## src/rtl/host_reg_pkg.sv

```systemverilog
package host_reg_pkg;
  localparam logic [4:0] A_CTRL     = 5'd0;
  localparam logic [4:0] A_SER_TX   = 5'd1;
  localparam logic [4:0] A_RAM_ADDR = 5'd2;
  localparam logic [4:0] A_RAM_DATA = 5'd3;
  localparam logic [4:0] A_CFG      = 5'd4;
  localparam logic [4:0] A_STATUS   = 5'd6;
  localparam logic [4:0] A_HIST     = 5'd7;
  localparam logic [4:0] A_SER_RX   = 5'd8;
  localparam logic [4:0] A_SW_RST   = 5'd9;

  localparam int EVT_CNT_W = 8;  // fixed by status bits 23:16
  localparam int HWC_W     = 9;  // fixed by status bits 8:0
  localparam int CTRL_W    = 7;

  // packed: first member is the MSB, so proc_run lands on bit 0
  typedef struct packed {
    logic gp1;
    logic gp0;
    logic cfg_pin;
    logic offline;
    logic hist_en;
    logic evt_en;
    logic proc_run;
  } ctrl_t;
endpackage

```

## src/rtl/evt_tally.sv

```systemverilog
module evt_tally #(
  parameter int CNT_W = 8
) (
  input  logic             clk_i,
  input  logic             rst_ni,
  input  logic             dma_done_i,
  input  logic             evt_end_i,
  input  logic             clr_i,
  output logic [CNT_W-1:0] cnt_o,
  output logic             rise_o
);
  localparam logic [CNT_W-1:0] CNT_MAX = {CNT_W{1'b1}};

  logic             dma_q;
  logic [CNT_W-1:0] cnt_q;

  assign rise_o = dma_done_i & ~dma_q;
  assign cnt_o  = cnt_q;

  always_ff @(posedge clk_i or negedge rst_ni) begin
    if (!rst_ni) begin
      dma_q <= 1'b0;
      cnt_q <= '0;
    end else begin
      dma_q <= dma_done_i;
      if (clr_i) begin
        cnt_q <= '0;
      end else begin
        unique case ({rise_o, evt_end_i})
          2'b10:   if (cnt_q != CNT_MAX) cnt_q <= cnt_q + 1'b1;
          2'b01:   if (cnt_q != '0)      cnt_q <= cnt_q - 1'b1;
          default: cnt_q <= cnt_q;
        endcase
      end
    end
  end
endmodule

```

## src/rtl/rx_mailbox.sv

```systemverilog
module rx_mailbox #(
  parameter int DW = 32
) (
  input  logic          clk_i,
  input  logic          rst_ni,
  input  logic [DW-1:0] data_i,
  input  logic          vld_i,
  input  logic          take_i,
  output logic [DW-1:0] word_o,
  output logic          rdy_o,
  output logic          ovf_o
);
  logic [DW-1:0] word_q;
  logic          rdy_q, ovf_q;

  always_ff @(posedge clk_i or negedge rst_ni) begin
    if (!rst_ni) begin
      word_q <= '0;
      rdy_q  <= 1'b0;
      ovf_q  <= 1'b0;
    end else begin
      if (vld_i) word_q <= data_i;
      if (take_i) begin
        // old word consumed; a same-cycle arrival is the next fresh word
        rdy_q <= vld_i;
        ovf_q <= 1'b0;
      end else if (vld_i) begin
        rdy_q <= 1'b1;
        ovf_q <= ovf_q | rdy_q;
      end
    end
  end

  assign word_o = word_q;
  assign rdy_o  = rdy_q;
  assign ovf_o  = ovf_q;
endmodule

```

## src/rtl/ram_ptr_gen.sv

```systemverilog
module ram_ptr_gen #(
  parameter int AW = 15,
  parameter int DW = 32
) (
  input  logic          clk_i,
  input  logic          rst_ni,
  input  logic          ld_i,
  input  logic          wr_i,
  input  logic [DW-1:0] wdata_i,
  output logic [AW-1:0] ptr_o,
  output logic          we_o,
  output logic [AW-1:0] waddr_o,
  output logic [DW-1:0] wdata_o
);
  logic [AW-1:0] ptr_q, waddr_q;
  logic [DW-1:0] wd_q;
  logic          we_q;

  always_ff @(posedge clk_i or negedge rst_ni) begin
    if (!rst_ni) begin
      ptr_q   <= '0;
      waddr_q <= '0;
      wd_q    <= '0;
      we_q    <= 1'b0;
    end else begin
      we_q <= wr_i;
      if (ld_i) begin
        ptr_q <= wdata_i[AW-1:0];
      end else if (wr_i) begin
        waddr_q <= ptr_q;
        wd_q    <= wdata_i;
        ptr_q   <= ptr_q + 1'b1;
      end
    end
  end

  assign ptr_o   = ptr_q;
  assign we_o    = we_q;
  assign waddr_o = waddr_q;
  assign wdata_o = wd_q;
endmodule

```

## src/rtl/host_reg_block.sv

```systemverilog
module host_reg_block
  import host_reg_pkg::*;
#(
  parameter int RAM_AW = 15,
  parameter int DW     = 32
) (
  input  logic              clk_i,
  input  logic              rst_ni,
  input  logic [4:0]        addr_i,
  input  logic              wr_i,
  input  logic              rd_i,
  input  logic [DW-1:0]     wdata_i,
  output logic [DW-1:0]     rdata_o,
  output logic              proc_rst_no,
  output logic              evt_fifo_en_o,
  output logic              hist_fifo_en_o,
  output logic              offline_o,
  output logic              cfg_pin_o,
  output logic [1:0]        gp_o,
  output logic              evt_fifo_rst_o,
  output logic [DW-1:0]     ser_tx_data_o,
  output logic              ser_tx_vld_o,
  output logic [7:0]        cfg_byte_o,
  output logic              cfg_vld_o,
  output logic [RAM_AW-1:0] ram_addr_o,
  output logic [DW-1:0]     ram_data_o,
  output logic              ram_we_o,
  output logic              hist_rd_o,
  input  logic [7:0]        hist_data_i,
  input  logic [HWC_W-1:0]  hist_wc_i,
  input  logic              hist_full_i,
  input  logic              hist_empty_i,
  input  logic              evt_ff_ni,
  input  logic              evt_paf_ni,
  input  logic              evt_ef_ni,
  input  logic [DW-1:0]     ser_rx_data_i,
  input  logic              ser_rx_vld_i,
  input  logic              dma_done_i,
  input  logic              evt_end_i,
  output logic              evt_rdy_o,
  input  logic [2:0]        proc_pins_i,
  input  logic [1:0]        cfg_stat_i
);
  logic wr_ctrl, wr_tx, wr_ram_a, wr_ram_d, wr_cfg, wr_swr, rd_rx;

  assign wr_ctrl  = wr_i && (addr_i == A_CTRL);
  assign wr_tx    = wr_i && (addr_i == A_SER_TX);
  assign wr_ram_a = wr_i && (addr_i == A_RAM_ADDR);
  assign wr_ram_d = wr_i && (addr_i == A_RAM_DATA);
  assign wr_cfg   = wr_i && (addr_i == A_CFG);
  assign wr_swr   = wr_i && (addr_i == A_SW_RST);
  assign rd_rx    = rd_i && (addr_i == A_SER_RX);

  ctrl_t         ctrl_q;
  logic          tx_vld_q, cfg_vld_q, swr_q;
  logic [DW-1:0] tx_data_q;
  logic [7:0]    cfg_q;

  always_ff @(posedge clk_i or negedge rst_ni) begin
    if (!rst_ni) begin
      ctrl_q    <= '0;
      tx_vld_q  <= 1'b0;
      cfg_vld_q <= 1'b0;
      swr_q     <= 1'b0;
      tx_data_q <= '0;
      cfg_q     <= '0;
    end else begin
      if (wr_ctrl) ctrl_q <= ctrl_t'(wdata_i[CTRL_W-1:0]);
      tx_vld_q  <= wr_tx;
      cfg_vld_q <= wr_cfg;
      swr_q     <= wr_swr;
      if (wr_tx)  tx_data_q <= wdata_i;
      if (wr_cfg) cfg_q     <= wdata_i[7:0];
    end
  end

  logic [EVT_CNT_W-1:0] evt_cnt;
  logic                 dma_rise;

  evt_tally #(.CNT_W(EVT_CNT_W)) u_tally (
    .clk_i      (clk_i),
    .rst_ni     (rst_ni),
    .dma_done_i (dma_done_i),
    .evt_end_i  (evt_end_i),
    .clr_i      (wr_swr),
    .cnt_o      (evt_cnt),
    .rise_o     (dma_rise)
  );

  logic [DW-1:0] rx_word;
  logic          ser_rdy, ser_ovf;

  rx_mailbox #(.DW(DW)) u_mbox (
    .clk_i  (clk_i),
    .rst_ni (rst_ni),
    .data_i (ser_rx_data_i),
    .vld_i  (ser_rx_vld_i),
    .take_i (rd_rx),
    .word_o (rx_word),
    .rdy_o  (ser_rdy),
    .ovf_o  (ser_ovf)
  );

  logic [RAM_AW-1:0] ram_ptr;

  ram_ptr_gen #(.AW(RAM_AW), .DW(DW)) u_ptr (
    .clk_i   (clk_i),
    .rst_ni  (rst_ni),
    .ld_i    (wr_ram_a),
    .wr_i    (wr_ram_d),
    .wdata_i (wdata_i),
    .ptr_o   (ram_ptr),
    .we_o    (ram_we_o),
    .waddr_o (ram_addr_o),
    .wdata_o (ram_data_o)
  );

  logic [31:0] status;
  assign status = {cfg_stat_i, 3'b000, proc_pins_i, evt_cnt, ser_ovf, ser_rdy,
                   ~evt_ef_ni, ~evt_paf_ni, ~evt_ff_ni, hist_empty_i, hist_full_i,
                   hist_wc_i};

  always_comb begin
    rdata_o = '0;
    if (rd_i) begin
      unique case (addr_i)
        A_CTRL:   rdata_o = DW'(ctrl_q);
        A_STATUS: rdata_o = DW'(status);
        A_HIST:   rdata_o = DW'(hist_data_i);
        A_SER_RX: rdata_o = rx_word;
        default:  rdata_o = '0;
      endcase
    end
  end

  assign hist_rd_o      = rd_i && (addr_i == A_HIST);
  assign proc_rst_no    = ctrl_q.proc_run;
  assign evt_fifo_en_o  = ctrl_q.evt_en;
  assign hist_fifo_en_o = ctrl_q.hist_en;
  assign offline_o      = ctrl_q.offline;
  assign cfg_pin_o      = ctrl_q.cfg_pin;
  assign gp_o           = {ctrl_q.gp1, ctrl_q.gp0};
  assign evt_fifo_rst_o = swr_q;
  assign ser_tx_data_o  = tx_data_q;
  assign ser_tx_vld_o   = tx_vld_q;
  assign cfg_byte_o     = cfg_q;
  assign cfg_vld_o      = cfg_vld_q;
  assign evt_rdy_o      = |evt_cnt;
endmodule

```

## config.mk

```make
export PLATFORM = sky130hd
export DESIGN_NAME = host_reg_block
export DESIGN_NICKNAME = d
export VERILOG_FILES = /design/src/rtl/host_reg_pkg.sv /design/src/rtl/evt_tally.sv /design/src/rtl/rx_mailbox.sv /design/src/rtl/ram_ptr_gen.sv /design/src/rtl/host_reg_block.sv
export SDC_FILE = /design/constraint.sdc
export NUM_CORES = 1
export LEC_CHECK = 0
export BUFFER_PORTS_ARGS = -buffer_cell sky130_fd_sc_hd__buf_4
export CORE_MARGIN = 1.5
export CORE_UTILIZATION = 45
export CTS_BUF_LIST = sky130_fd_sc_hd__clkbuf_4 sky130_fd_sc_hd__clkbuf_8 sky130_fd_sc_hd__clkbuf_16
export DETAILED_ROUTE_END_ITERATION = 16
export PLACE_DENSITY = 0.75
export SYNTH_ARGS = -nofsm -noshare
export SYNTH_HDL_FRONTEND = slang
export SYNTH_SLANG_ARGS = --single-unit
```

## constraint.sdc

```tcl
create_clock -name clk_i -period 2.64 [get_ports clk_i]
set_input_delay 0.528 -clock clk_i [delete_from_list [all_inputs] [get_ports clk_i]]
set_output_delay 0.528 -clock clk_i [all_outputs]
set_load 0.03 [all_outputs]
```

==> metrics.txt, run 1 <==
# TYPE chip_impl_metric gauge
chip_impl_metric{name="synth_top_area_share",unit=""} 0.5524
chip_impl_info{name="tritoncts",value="done"} 1
chip_impl_metric{name="synth-simple-area-share",unit=""} 0.1827
chip_impl_metric{name="synthDistinctLibCells",unit=""} 52
chip_impl_metric{name="ioPinCount",unit=""} 235
chip_impl_metric{name="floorplan.die.width",unit="µm"} 128.3
chip_impl_metric{name="drt_iter0_markers",unit=""} 372
chip_impl_metric{name="fin_hold_ws",unit="ps"} 21.91
chip_impl_metric{name="min_period_over_period",unit=""} 0.9246
chip_impl_metric{name="vias_in_the_first_global_route",unit=""} 5814
chip_impl_info{name="worst_path_max_delay_cell",value="dfrtp_1"} 1
chip_impl_info{name="end_kind",value="flip-flop"} 1
chip_impl_info{name="synth_top_flop_cell",value="dfrtp_1"} 1
chip_impl_metric{name="power.switching",unit="mW"} 2.598
chip_impl_metric{name="slew_headroom",unit=""} 0.6901
chip_impl_metric{name="timing.critical_path.fanout_max",unit=""} 15
chip_impl_metric{name="layout-area-overhead-vs-synth",unit="%"} 38.39
chip_impl_metric{name="grt_max_degree",unit=""} 61
chip_impl_metric{name="clock_network_fraction_of_total_power",unit=""} 0.340
chip_impl_metric{name="ir_drop",unit="µV"} 478.7
chip_impl_metric{name="global_route_wire_length_before_repair",unit="mm"} 30.13
chip_impl_metric{name="grt_antenna_before_repair",unit=""} 0
chip_impl_metric{name="synth.ff_latch_count",unit=""} 156
chip_impl_metric{name="drt_drc_violations_left",unit=""} 0
chip_impl_metric{name="drt_wl_total",unit="mm"} 19.16
chip_impl_metric{name="cap_violations",unit=""} 0
chip_impl_metric{name="timing.fmax",unit="MHz"} 409.7
chip_impl_metric{name="power_frac_seq",unit=""} 0.402
chip_impl_metric{name="synth_async_sr_flop_share",unit=""} 1.000
chip_impl_info{name="timing.critical_path.cells",value="nand2b_1 -> ha_1 -> buf_4 -> ha_1 -> a22o_1 -> a31oi_1 -> o21ai_1 -> mux2i_1 -> mux2_1"} 1
chip_impl_metric{name="power.leakage",unit="nW"} 4.883
chip_impl_metric{name="critPathArrivalTime",unit="ps"} 2740
chip_impl_metric{name="gp_congestion",unit=""} 0.8870
chip_impl_metric{name="floorplan.die.height",unit="µm"} 128.3
chip_impl_metric{name="gr-usage-all-layers",unit=""} 0.2363
chip_impl_metric{name="dpl-instance-area",unit="µm²"} 9130
chip_impl_metric{name="yosys-mux-area-fraction",unit=""} 0.1204
chip_impl_info{name="run_status",value="finished clean"} 1
chip_impl_metric{name="p_sw_frac",unit=""} 0.3283
chip_impl_info{name="critical_path_class",value="flip-flop to flip-flop"} 1
chip_impl_metric{name="grt_overflow",unit=""} 0
chip_impl_metric{name="synthesis.instances",unit=""} 690
chip_impl_metric{name="syn_nets",unit=""} 801
chip_impl_metric{name="final_antenna_net_count",unit=""} 0
chip_impl_metric{name="clock_insertion_delay_worst_skew",unit="ps"} 420
chip_impl_metric{name="finalHoldViolations",unit=""} 0
chip_impl_metric{name="power_report.internal_total",unit="mW"} 5.317
chip_impl_metric{name="routed-via-count",unit=""} 6005
chip_impl_metric{name="fin_nets",unit=""} 1033
chip_impl_metric{name="synth_area_per_inst",unit="µm²"} 10.24
chip_impl_metric{name="stdcell_area",unit="µm²"} 9779
chip_impl_metric{name="seq_area_frac_synth",unit=""} 0.5524
chip_impl_metric{name="initial_utilization",unit=""} 0.4631
chip_impl_info{name="critical_path.startpoint_type",value="flip-flop"} 1
chip_impl_metric{name="finalSetupViolations",unit=""} 0
chip_impl_metric{name="max_stage_delay_on_crit_path",unit="ps"} 360
chip_impl_metric{name="holdBufCountCts",unit=""} 0
chip_impl_info{name="layout_common_cells",value="246 x buf_4, 198 x nand2_1, 156 x dfrtp_1, 43 x mux2_2, 38 x a21oi_1"} 1
chip_impl_metric{name="final.fill_count",unit=""} 1226
chip_impl_metric{name="detail_route.wl_per_cell",unit="µm"} 16.72
chip_impl_metric{name="cts_buffer_count",unit=""} 17
chip_impl_metric{name="core_area",unit="µm²"} 15260
chip_impl_metric{name="synth_edf_count",unit=""} 0
chip_impl_metric{name="synth_xor_xnor_area_share",unit=""} 0.008676
chip_impl_metric{name="finalCriticalPeriod",unit="ps"} 2441
chip_impl_info{name="worstHoldPathType",value="input port to asynchronous set/reset pin"} 1
chip_impl_metric{name="post_cts.resized_instances",unit=""} 0
chip_impl_metric{name="hpwlAfterDp",unit="mm"} 13.38
chip_impl_metric{name="num_antenna_cells",unit=""} 0
chip_impl_info{name="synth_top_family_by_area",value="simple AND/OR/NAND/NOR gates"} 1
chip_impl_metric{name="clk_transition_reported_paths",unit="ps"} 60
chip_impl_metric{name="die_area",unit="µm²"} 16460
chip_impl_info{name="clockRootBuffer",value="clkbuf_16"} 1
chip_impl_metric{name="numClockSinks",unit=""} 156
chip_impl_info{name="crit_top_cell",value="ha_1"} 1
chip_impl_metric{name="avgViaCountPerCell",unit=""} 5.240
chip_impl_metric{name="worst_slew_pin_slew",unit="ps"} 464.9
chip_impl_metric{name="buffers_inserted_by_post_cts_timing_repair",unit=""} 0
chip_impl_metric{name="post-layout-total-power",unit="mW"} 7.915
chip_impl_info{name="post_synth_main_area_contributors",value="dfrtp_1 55%, nand2_1 11%, mux2_2 6.9%, mux2_1 4.6%, a21oi_1 2.7%"} 1
chip_impl_metric{name="dr.pass1.iters",unit=""} 5
chip_impl_info{name="final_common_cell",value="buf_4"} 1
chip_impl_metric{name="num_rows",unit=""} 45
chip_impl_metric{name="share_comb_of_total_power",unit=""} 0.258
chip_impl_metric{name="crit_required",unit="ps"} 2940
chip_impl_info{name="largest_area_contributor_in_the_synthesized_netlist",value="dfrtp_1"} 1
chip_impl_metric{name="synth_compound_area_frac",unit=""} 0.09154
chip_impl_metric{name="port_buffers",unit=""} 234
chip_impl_metric{name="post_syn_area",unit="µm²"} 7067
chip_impl_metric{name="ctsLongestPathBuffers",unit=""} 2
chip_impl_metric{name="p_per_area",unit="nW/µm²"} 809.4
chip_impl_metric{name="report.final.slew_viol_count",unit=""} 0
chip_impl_metric{name="clock-skew-final",unit="ps"} 6.205
chip_impl_metric{name="h_tree_level_count",unit=""} 4
chip_impl_metric{name="synth-adder-area-share",unit=""} 0.01416
chip_impl_info{name="rsz0062_at_grt",value="false"} 1
chip_impl_metric{name="synthesis.yosys.warnings",unit=""} 0
chip_impl_metric{name="share_of_post_route_cells_with_drive_strength_above_1",unit=""} 0.3636
chip_impl_metric{name="setup_tns",unit="ps"} 0
worst max-delay path: cells and delay by family (launching register included):
family	cells	cell delay [ps]
buf+inv	1	200
compound gates	3	590
flops	1	360
mux	2	520
simple gates	1	190
fa+ha+maj	2	480
path summary, 6_finish.rpt:
kind,start,to,slack (ps),cells past startpoint
hold reg to reg,u_ptr.wdata_o[5],u_ptr.wdata_o[5],480,2
hold / removal,rst_ni,u_tally.cnt_o[4],20,1
setup / recovery,u_tally.dma_q,u_tally.cnt_o[7],200,9
min in group clk_i,dma_done_i,u_tally.dma_q,230,1
max in group asynchronous,rst_ni,u_tally.cnt_o[7],1880,2
setup reg to reg,u_tally.dma_q,u_tally.cnt_o[7],200,9
sequential cells by signal, indices dropped and copies added (netlist names), 2 cells and up:
signal         cells
cfg_byte_o         8
gp_o               2
ser_tx_data_o     32
u_mbox.word_o     32
u_ptr.ptr_o       15
u_ptr.waddr_o     15
u_ptr.wdata_o     32
u_tally.cnt_o      8
routing by layer:
metal | GRT usage | share of wire | up-vias
li1 | - | - | 2829
met1 | 0.3126 | 0.44 | 2960
met2 | 0.3729 | 0.47 | 203
met3 | 0.07387 | 0.077 | 13
met4 | 0.07733 | 0.010 | 0
met5 | 0 | 0 | -
power by group through the flow:
stage	Sequential (mW)	Clock, mW	Combinational, mW
2_1_floorplan	3.61	0	0.769
3_3_place_gp	3.19	0	2.02
3_5_place_dp	3.20	0	2.05
4_1_cts	3.17	2.73	2.06
5_1_grt	3.24	2.83	2.21
6_report	3.18	2.69	2.05
final cells by class:
cell class              instances  area [µm²]  area share
flip-flops and latches        156        3904      0.3992
multi-input cells             488        2962      0.3028
repair buffers                253        1978      0.2023
clock buffers                  19       446.7     0.04568
well taps                     211       264.0     0.02700
clock inverters                13       202.7     0.02073
inverters                       6       22.52    0.002303
cell families (layout without fill, tap and decap cells):
group / Yosys count / after routing
adder cells (fa/ha/maj): 8 / 8
AND/OR/NAND/NOR: 295 / 295
buffers and inverters: 46 / 291
multiplexers: 76 / 76
flip-flops: 156 / 156
XOR/XNOR: 7 / 7
AO/OA/AOI/OAI: 102 / 102
cells in the mapped netlist (2+ instances only):
| cell | n |
|---|---|
| a21boi_1 | 2 |
| nor2b_1 | 3 |
| and4_1 | 2 |
| a31oi_1 | 2 |
| xor2_1 | 4 |
| xnor2_1 | 3 |
| nand2_1 | 199 |
| buf_2 | 14 |
| nor4_1 | 2 |
| mux2_2 | 43 |
| and3b_1 | 2 |
| and3_1 | 7 |
| a222oi_1 | 8 |
| nor3_2 | 2 |
| o21ai_0 | 15 |
| nor3_1 | 3 |
| or3_1 | 4 |
| o21ai_1 | 3 |
| inv_1 | 4 |
| a21oi_1 | 38 |
| mux2i_1 | 4 |
| nand2b_1 | 4 |
| buf_4 | 4 |
| buf_1 | 2 |
| a22oi_1 | 18 |
| o22ai_1 | 8 |
| nor3b_2 | 3 |
| nand4_1 | 3 |
| nand3_1 | 17 |
| clkbuf_1 | 19 |
| nor2_1 | 35 |
| mux2_1 | 29 |
| dfrtp_1 | 156 |
| ha_1 | 8 |
| and2_1 | 3 |
metrics by stage:
stage          cells    util  worst slack, ps
2_1_floorplan    690       -            62.89
3_3_place_gp    1114  0.5984            128.0
3_5_place_dp    1114  0.5984            46.87
4_1_cts         1146  0.6409            205.5
5_1_grt         1146  0.6409            75.87
6_report        1146  0.6409            199.0
No activity file was read; power rests on OpenSTA's default activity.
==> run 2, diff against run 1 <==
Settings changed: CELL_PAD_IN_SITES_DETAIL_PLACEMENT from default to 0, CELL_PAD_IN_SITES_GLOBAL_PLACEMENT from default to 1, CORE_UTILIZATION 45 to 34, PLACE_DENSITY 0.75 to default, PLACE_DENSITY_LB_ADDON from default to 0.1, SKIP_CTS_REPAIR_TIMING from default to 1.
==> run 2 against run 1 <==
Net effect:
- final area is 0.10% higher
- combinational power hardly changed
- count of clock-buffer cells in the layout shrank 2
- first-iteration DRC count is 11% lower
- sequential power is essentially flat
- non-clock buffer count grew 2
- hold slack improved by 96 ps
- die area rose by 32%
- worst setup slack improved by 1.9 ps
- largest power group unchanged
- highest routed layer unchanged
==> metrics.txt, run 2 (synthesis results as in run 1) <==
# TYPE chip_impl_metric gauge
chip_impl_info{name="worstHoldPathType",value="input port to asynchronous set/reset pin"} 1
chip_impl_metric{name="layout.area.seq",unit="µm²"} 3904
chip_impl_metric{name="drt_iter0_markers",unit=""} 331
chip_impl_metric{name="clk_transition_reported_paths",unit="ps"} 70
chip_impl_metric{name="fin_nets",unit=""} 1035
chip_impl_metric{name="ff2ff_path_depth",unit=""} 10
chip_impl_metric{name="grt_overflow",unit=""} 0
chip_impl_metric{name="share_of_post_route_cells_with_drive_strength_above_1",unit=""} 0.3650
chip_impl_metric{name="critPathArrivalTime",unit="ps"} 2790
chip_impl_info{name="end_kind",value="flip-flop"} 1
chip_impl_metric{name="multi_input_area",unit="µm²"} 2968
chip_impl_metric{name="timing.critical_path.fanout_max",unit=""} 3
chip_impl_metric{name="power.leakage",unit="nW"} 4.861
chip_impl_info{name="worstReg2RegStart",value="u_tally.dma_q"} 1
chip_impl_metric{name="grt_antenna_before_repair",unit=""} 0
chip_impl_metric{name="post-layout-total-power",unit="mW"} 7.635
chip_impl_metric{name="avgViaCountPerCell",unit=""} 4.959
chip_impl_info{name="run_status",value="finished clean"} 1
chip_impl_info{name="clockRootBuffer",value="clkbuf_16"} 1
chip_impl_metric{name="port_buffers",unit=""} 234
chip_impl_metric{name="report.final.slew_viol_count",unit=""} 0
chip_impl_metric{name="drt_drc_violations_left",unit=""} 0
chip_impl_metric{name="num_rows",unit=""} 52
chip_impl_metric{name="hpwlAfterDp",unit="mm"} 15.23
chip_impl_metric{name="num_antenna_cells",unit=""} 0
chip_impl_metric{name="fin_util",unit=""} 0.4822
chip_impl_metric{name="vias_in_the_first_global_route",unit=""} 6000
chip_impl_metric{name="h_tree_level_count",unit=""} 4
chip_impl_metric{name="finalSetupViolations",unit=""} 0
chip_impl_metric{name="floorplan.die.width",unit="µm"} 147.2
chip_impl_info{name="critical_path.startpoint_type",value="flip-flop"} 1
chip_impl_metric{name="finalHoldViolations",unit=""} 0
chip_impl_metric{name="routed-via-count",unit=""} 5985
chip_impl_info{name="r2r-end",value="u_tally.cnt_o[6]"} 1
chip_impl_metric{name="numClockSinks",unit=""} 156
chip_impl_metric{name="timing.fmax",unit="MHz"} 410.0
chip_impl_metric{name="final_antenna_net_count",unit=""} 0
chip_impl_metric{name="floorplan.die.height",unit="µm"} 147.2
chip_impl_metric{name="slew_headroom",unit=""} 0.5219
chip_impl_metric{name="grt_max_degree",unit=""} 72
chip_impl_metric{name="dpl-instance-area",unit="µm²"} 9213
chip_impl_metric{name="r2r_slack",unit="ps"} 200
chip_impl_metric{name="final.fill_count",unit=""} 1960
chip_impl_info{name="critical_path_class",value="flip-flop to flip-flop"} 1
chip_impl_metric{name="worst_slew_pin_slew",unit="ps"} 717.1
chip_impl_metric{name="cts_buffer_count",unit=""} 17
chip_impl_metric{name="core_area",unit="µm²"} 20300
chip_impl_metric{name="ir_drop",unit="µV"} 409.2
chip_impl_metric{name="setup_tns",unit="ps"} 0
chip_impl_metric{name="stdcell_area",unit="µm²"} 9789
chip_impl_info{name="layout_common_cells",value="249 x buf_4, 198 x nand2_1, 156 x dfrtp_1, 43 x mux2_2, 38 x a21oi_1"} 1
chip_impl_metric{name="fin_hold_ws",unit="ps"} 117.4
chip_impl_metric{name="crit_required",unit="ps"} 2990
chip_impl_metric{name="ctsLongestPathBuffers",unit=""} 2
chip_impl_metric{name="clock-skew-final",unit="ps"} 13.03
chip_impl_metric{name="dr.pass1.iters",unit=""} 5
chip_impl_metric{name="detail_route.wl_per_cell",unit="µm"} 17.36
chip_impl_metric{name="gr-usage-all-layers",unit=""} 0.1940
chip_impl_metric{name="drt_wl_total",unit="mm"} 20.95
chip_impl_metric{name="min_period_over_period",unit=""} 0.9239
chip_impl_metric{name="layout-area-overhead-vs-synth",unit="%"} 38.53
chip_impl_metric{name="global_route_wire_length_before_repair",unit="mm"} 32.74
chip_impl_info{name="tritoncts",value="done"} 1
chip_impl_metric{name="die_area",unit="µm²"} 21660
chip_impl_metric{name="ioPinCount",unit=""} 235
chip_impl_info{name="rsz0062_at_grt",value="false"} 1
chip_impl_metric{name="p_per_area",unit="nW/µm²"} 779.9
chip_impl_info{name="final_common_cell",value="buf_4"} 1
chip_impl_info{name="startpoint",value="u_tally.dma_q"} 1
chip_impl_metric{name="gp_congestion",unit=""} 0.8118
chip_impl_metric{name="finalCriticalPeriod",unit="ps"} 2439
chip_impl_metric{name="cap_violations",unit=""} 0
chip_impl_metric{name="clock_insertion_delay_worst_skew",unit="ps"} 430
chip_impl_metric{name="initial_utilization",unit=""} 0.3481
run 2: worst max path at each step:
stage / to / cells past startpoint / slack [ps]
floorplan: u_tally.cnt_o[6] / 11 / 60
global placement: u_tally.cnt_o[6] / 11 / 120
detailed placement: u_tally.cnt_o[6] / 11 / 30
CTS: u_tally.cnt_o[6] / 10 / 210
global route: u_tally.cnt_o[6] / 10 / 70
finish: u_tally.cnt_o[6] / 10 / 200
run 2: per-stage QoR:
stage          std cells  setup WS [ps]
2_1_floorplan        690          62.89
3_3_place_gp        1175          116.1
3_5_place_dp        1175          31.89
4_1_cts             1207          211.4
5_1_grt             1207          70.42
6_report            1207          201.0
run 2: final cells by class:
type	count	share of cell area
inverters	6	0.002301
clock buffers	17	0.04346
well taps	270	0.03451
multi-input cells	488	0.3032
clock inverters	15	0.01547
repair buffers	255	0.2023
flip-flops and latches	156	0.3988
run 2: worst max-delay path: stages (launching register included):
cell,delay (ps)
dfrtp_1,360
nand2b_1,170
ha_1,220
xor2_1,170
ha_1,240
o21a_1,200
o221a_2,300
o211ai_2,160
a21boi_1,80
or3_1,360
a21oi_2,120
run 2: report_power, final:
| group | switching (mW) | internal, mW | leakage (nW) |
|---|---|---|---|
| combinational | 1.17 | 0.856 | 2.61 |
| clock | 1.08 | 1.33 | 0.285 |
| sequential | 0.393 | 2.81 | 1.97 |
run 2: routing by layer:
| metal | vias up | wire, µm | share of wire | GRT usage |
|---|---|---|---|---|
| met4 | 0 | 289 | 0.014 | 0.05250 |
| li1 | 2840 | - | - | - |
| met5 | - | 0 | 0 | 0 |
| met2 | 202 | 10390 | 0.50 | 0.3256 |
| met1 | 2924 | 8898 | 0.42 | 0.2464 |
| met3 | 19 | 1376 | 0.066 | 0.05280 |
